`src/rtl/fas_pkg.sv`:
```
package fas_pkg;
    parameter int ADDR_W    = 24;
    parameter int Q_DEPTH   = 4;
    parameter int LOW_MARK  = 1;
    parameter int NPORTS    = 2;
endpackage

```
`src/rtl/addr_fifo.sv`:
```
module addr_fifo #(
    parameter int AW    = 24,
    parameter int DEPTH = 4,
    parameter int CW    = $clog2(DEPTH + 1)
) (
    input  logic          clk,
    input  logic          rst,
    input  logic          push,
    input  logic [AW-1:0] push_addr,
    input  logic          pop,
    output logic [CW-1:0] occ,
    output logic [AW-1:0] head
);
    localparam int PW = (DEPTH > 1) ? $clog2(DEPTH) : 1;
    localparam logic [PW-1:0] LAST = PW'(DEPTH - 1);

    typedef struct packed {
        logic [DEPTH-1:0][AW-1:0] mem;
        logic [PW-1:0]            wp;
        logic [PW-1:0]            rp;
        logic [CW-1:0]            cnt;
    } fifo_st_t;

    fifo_st_t st_d, st_q;

    always_comb begin
        st_d = st_q;
        if (push) begin
            st_d.mem[st_q.wp] = push_addr;
            st_d.wp = (st_q.wp == LAST) ? '0 : st_q.wp + 1'b1;
        end
        if (pop) begin
            st_d.rp = (st_q.rp == LAST) ? '0 : st_q.rp + 1'b1;
        end
        case ({push, pop})
            2'b10:   st_d.cnt = st_q.cnt + 1'b1;
            2'b01:   st_d.cnt = st_q.cnt - 1'b1;
            default: st_d.cnt = st_q.cnt;
        endcase
    end

    always_ff @(posedge clk) begin
        if (rst) begin
            st_q.wp  <= '0;
            st_q.rp  <= '0;
            st_q.cnt <= '0;
            st_q.mem <= '0;
        end else begin
            st_q <= st_d;
        end
    end

    assign occ  = st_q.cnt;
    assign head = st_q.mem[st_q.rp];
endmodule

```
`src/rtl/refill_arb.sv`:
```
module refill_arb #(
    parameter int DEPTH    = 4,
    parameter int LOW_MARK = 1,
    parameter int CW       = $clog2(DEPTH + 1)
) (
    input  logic [1:0]         in_valid,
    input  logic [1:0][CW-1:0] occ,
    output logic [1:0]         take_straight,
    output logic [1:0]         take_cross,
    output logic [1:0]         in_ready
);
    localparam logic [CW-1:0] FULL = CW'(DEPTH);
    localparam logic [CW-1:0] LOW  = CW'(LOW_MARK);

    logic [1:0] has_space;
    logic [1:0] starving;

    always_comb begin
        for (int k = 0; k < 2; k++) begin
            has_space[k]     = occ[k] < FULL;
            starving[k]      = occ[k] <= LOW;
            take_straight[k] = in_valid[k] && has_space[k];
        end
        for (int k = 0; k < 2; k++) begin
            take_cross[k] = starving[k] && has_space[k] && !in_valid[k]
                         && in_valid[1-k] && !take_straight[1-k];
        end
        for (int k = 0; k < 2; k++) begin
            in_ready[k] = take_straight[k] || take_cross[1-k];
        end
    end
endmodule

```
`src/rtl/free_addr_sink_switch.sv`:
```
module free_addr_sink_switch
    import fas_pkg::*;
#(
    parameter int AW       = ADDR_W,
    parameter int DEPTH    = Q_DEPTH,
    parameter int LOWM     = LOW_MARK
) (
    input  logic               clk,
    input  logic               rst,
    input  logic [1:0]         up_valid,
    output logic [1:0]         up_ready,
    input  logic [1:0][AW-1:0] up_addr,
    output logic [1:0]         dn_valid,
    input  logic [1:0]         dn_ready,
    output logic [1:0][AW-1:0] dn_addr
);
    localparam int CW = $clog2(DEPTH + 1);

    logic [1:0][CW-1:0] occ;
    logic [1:0]         take_straight;
    logic [1:0]         take_cross;
    logic [1:0]         push;
    logic [1:0]         pop;
    logic [1:0][AW-1:0] push_addr;

    refill_arb #(.DEPTH(DEPTH), .LOW_MARK(LOWM), .CW(CW)) u_arb (
        .in_valid      (up_valid),
        .occ           (occ),
        .take_straight (take_straight),
        .take_cross    (take_cross),
        .in_ready      (up_ready)
    );

    for (genvar k = 0; k < 2; k++) begin : g_side
        assign push[k]      = take_straight[k] || take_cross[k];
        assign push_addr[k] = take_straight[k] ? up_addr[k] : up_addr[1-k];
        assign dn_valid[k]  = occ[k] != '0;
        assign pop[k]       = dn_valid[k] && dn_ready[k];

        addr_fifo #(.AW(AW), .DEPTH(DEPTH), .CW(CW)) u_q (
            .clk       (clk),
            .rst       (rst),
            .push      (push[k]),
            .push_addr (push_addr[k]),
            .pop       (pop[k]),
            .occ       (occ[k]),
            .head      (dn_addr[k])
        );
    end
endmodule

```
`config.mk`:
```
export PLATFORM = sky130hd
export DESIGN_NAME = free_addr_sink_switch
export DESIGN_NICKNAME = d
export VERILOG_FILES = /design/src/rtl/fas_pkg.sv /design/src/rtl/addr_fifo.sv /design/src/rtl/refill_arb.sv /design/src/rtl/free_addr_sink_switch.sv
export SDC_FILE = /design/constraint.sdc
export NUM_CORES = 1
export LEC_CHECK = 0
export ABC_CLOCK_PERIOD_IN_PS = 6280
export BUFFER_PORTS_ARGS = -buffer_cell sky130_fd_sc_hd__buf_2
export CAP_MARGIN = 20
export CORE_MARGIN = 10
export CORE_UTILIZATION = 60
export CTS_BUF_LIST = sky130_fd_sc_hd__clkbuf_4 sky130_fd_sc_hd__clkbuf_8
export DETAILED_ROUTE_END_ITERATION = 10
export PLACE_DENSITY = 0.88
export SYNTH_ARGS = -nofsm -noshare
export SYNTH_HDL_FRONTEND = slang
export SYNTH_SLANG_ARGS = --single-unit
```
`constraint.sdc`:
```
create_clock -name clk -period 6.28 [get_ports clk]
set_clock_uncertainty 0.05 [all_clocks]
set_input_delay 0.628 -clock clk [delete_from_list [all_inputs] [get_ports clk]]
set_output_delay 0.628 -clock clk [all_outputs]
set_load 0.1 [all_outputs]
```
==> impl_metrics.tcl <==
set metrics [dict create \
    status "finished, final reports clean" \
    powerDensity_nw_per_um2 418 \
    worst-endpoint-required_ns 5.60 \
    syn_area_per_cell_um2 11.5 \
    antenna_cells 0 \
    area_growth_pct 9.44 \
    vias 9247 \
    clockBufferDepth 3 \
    via_per_inst 7.65 \
    grt_overflow 0 \
    dieArea_um2 23700 \
    ys_seq_area_share_pct 38.3 \
    stdcell_area_um2 11800 \
    synth_edf_count 0 \
    cts_resized 0 \
    gp_congestion 0.847 \
    p_leak_nw 4.27 \
    start_util_pct 61.8 \
    numCtsBuffers 36 \
    synthDominantCellAreaShare_pct 38.3 \
    cp-start-kind "register" \
    max_freq_mhz 274 \
    first_iter_violations 1434 \
    fin_crit_ns 3.65 \
    grt_pass1_wl_um 50600 \
    ys_warn_count 0 \
    grt_usage_pct 25.6 \
    final_nets 1034 \
    hold_path.class "primary input to register" \
    die_w_um 154 \
    worstMarginPinSlew_ns 1.11 \
    first_global_vias 8854 \
    slew_headroom_pct 25.7 \
    async_flop_share_pct 0 \
    crit_path_end_kind "output port" \
    clock-sinks 206 \
    cts_root_buf "clkbuf_8" \
    drive_gt1_share_pct 30.5 \
    grt_max_degree 103 \
    final_max_slew_viol_count 0 \
    post_cts_buffers 0 \
    drc 0 \
    num_rows 48 \
    setup_viol_count_final 0 \
    worstPathArrival_ns 2.97 \
    finalCritPeriodShare_pct 58.2 \
    synth_area_leaders "dfxtp_1 38%, o2111ai_1 16%, o31ai_1 11%" \
    synthFlopType "dfxtp_1" \
    cap_violations 0 \
    crit_type "register to output port" \
    antenna_found_initial 0 \
    fin_hold_ws_ns 0.338 \
    clk_latency_ns 0.52 \
    drt-total-wl_um 32000 \
    vdd_drop_max_mv 0.605 \
    yosys.area.top_type "dfxtp_1" \
    path_max_fanout 102 \
    place_hpwl_um 18300 \
    synthCells 939 \
    cts_tree "built" \
    syn_area_um2 10800 \
    fin_setup_tns_ns 0 \
    synth_cell_type_count 39 \
    drt_first_pass_iters 6 \
    rsz0062_at_grt "false" \
    numPortBuffers 105 \
    htree_levels 2 \
    syn-num-nets 1013 \
    fin_total_pwr_mw 4.92 \
    place_area_um2 11000 \
    hold_violations 0 \
    io-pin-count 106 \
    hold_buffers 0 \
    ys_seq_elements 206 \
    ant_nets 0 \
    cts.clk_slew.worst_paths_ns 0.07 \
    drt-wirelength-per-cell_um 26.4 \
    core_area_um2 17400 \
    die_height_um 154 \
]
-- path summary, 6_finish.rpt --
path	from	to	slack [ns]	cells past startpoint
max reg2reg	g_side[0].u_q.occ[1]	g_side[0].u_q.st_q[87]	3.13	6
min	dn_ready[1]	g_side[1].u_q.st_q[4]	0.34	3
max	g_side[0].u_q.occ[1]	up_ready[1]	2.63	7
min reg2reg	g_side[1].u_q.st_q[29]	g_side[1].u_q.st_q[29]	0.43	2
-- through the flow --
| step | setup slack (ns) | util [%] | instances |
|---|---|---|---|
| floorplan | 1.49 | - | 939 |
| global placement | 3.13 | 63.0 | 1144 |
| detailed placement | 3.15 | 63.2 | 1145 |
| CTS | 2.71 | 67.3 | 1207 |
| global route | 2.52 | 67.6 | 1209 |
| finish | 2.63 | 67.6 | 1209 |
-- final cells by class --
| class | instances | area, um^2 |
|---|---|---|
| multi-input combinational | 581 | 5880 |
| fill | 1298 | 5640 |
| sequential | 206 | 4130 |
| timing repair buffer | 121 | 699 |
| clock buffer | 57 | 697 |
| tap | 225 | 282 |
| inverter | 14 | 55.1 |
| clock inverter | 5 | 33.8 |
-- critical path: stages, from the launching register on --
cell     delay, ns
dfxtp_1       0.37
inv_1         0.11
ha_1          0.19
o21ba_4       0.20
buf_4         0.76
nor4b_1       0.09
or2_2         0.31
buf_2         0.29
-- layer usage --
layer / GRT usage (%) / part of all wire [%]
met1: 35.5 / 40
met2: 39.1 / 46
met3: 4.85 / 11
met4: 8.55 / 2.4
met5: 0 / 0
-- layout by cell type (no fill, tap or decap), types with 2 or more instances in the layout --
cell type and count:
dfxtp_2 2, mux4_2 48, clkbuf_4 14, or4_1 2, xor2_1 4, nor2b_1 2, buf_2 104, clkinvlp_4 2
nand3b_1 8, mux2_1 2, o21ba_4 2, a211oi_1 2, o31ai_2 33, mux2i_1 40, o21a_4 2, mux2i_2 12
nand4b_4 8, o21ai_0 6, nand3_1 2, o31ai_1 159, or3_1 2, buf_16 2, nor3_1 2, clkinv_2 2
o2111ai_1 192, a21oi_1 6, o21a_2 3, buf_4 13, clkbuf_8 43, nand2_1 4, nor2_1 8, ha_1 20
o21a_1 4, dfxtp_1 204, inv_1 13
-- state kept, by name, indices dropped and copies added (netlist names) --
| signal | count |
|---|---|
| g_side.u_q.occ | 6 |
| g_side.u_q.st_q | 200 |
-- cells by family (layout without fill, tap and decap cells) --
group                    after synthesis  after routing  synth area share, %
adder cells (fa/ha/maj)               20             20                 2.33
multiplexers                         102            102                 15.5
XOR/XNOR                               4              4                0.326
AO/OA/AOI/OAI                        411            411                 32.4
AND/OR/NAND/NOR                       44             44                 3.85
buffers and inverters                152            197                 7.21
flip-flops                           206            206                 38.3
-- report_power, final --
part | internal, mW | leakage [nW] | switching, mW | total, mW
Sequential | 1.46 | 1.67 | 0.176 | 1.64
Combinational | 0.486 | 2.21 | 1.55 | 2.03
Clock | 0.704 | 0.386 | 0.548 | 1.25
-- cells in the mapped netlist (2+ instances only) --
library cell  count
o21ai_0           6
mux2i_2          12
mux2i_1          40
buf_1             4
buf_4             8
o21ba_2           3
clkbuf_1         86
nand3b_1          8
buf_6            20
o2111ai_1       192
mux4_2           48
o21a_4            2
o21a_2            3
mux2_1            2
a211oi_1          2
o21a_1            4
nand3_1           2
dfxtp_1         206
buf_2            20
xor2_1            4
nand2_1           4
a21oi_1           6
o31ai_1         159
nor2_1            8
or3_1             2
o31ai_2          33
or4_1             2
ha_1             20
nor3_1            2
nor2b_1           3
nand4b_4          8
inv_1            13
(Power assumes the default switching activity.)
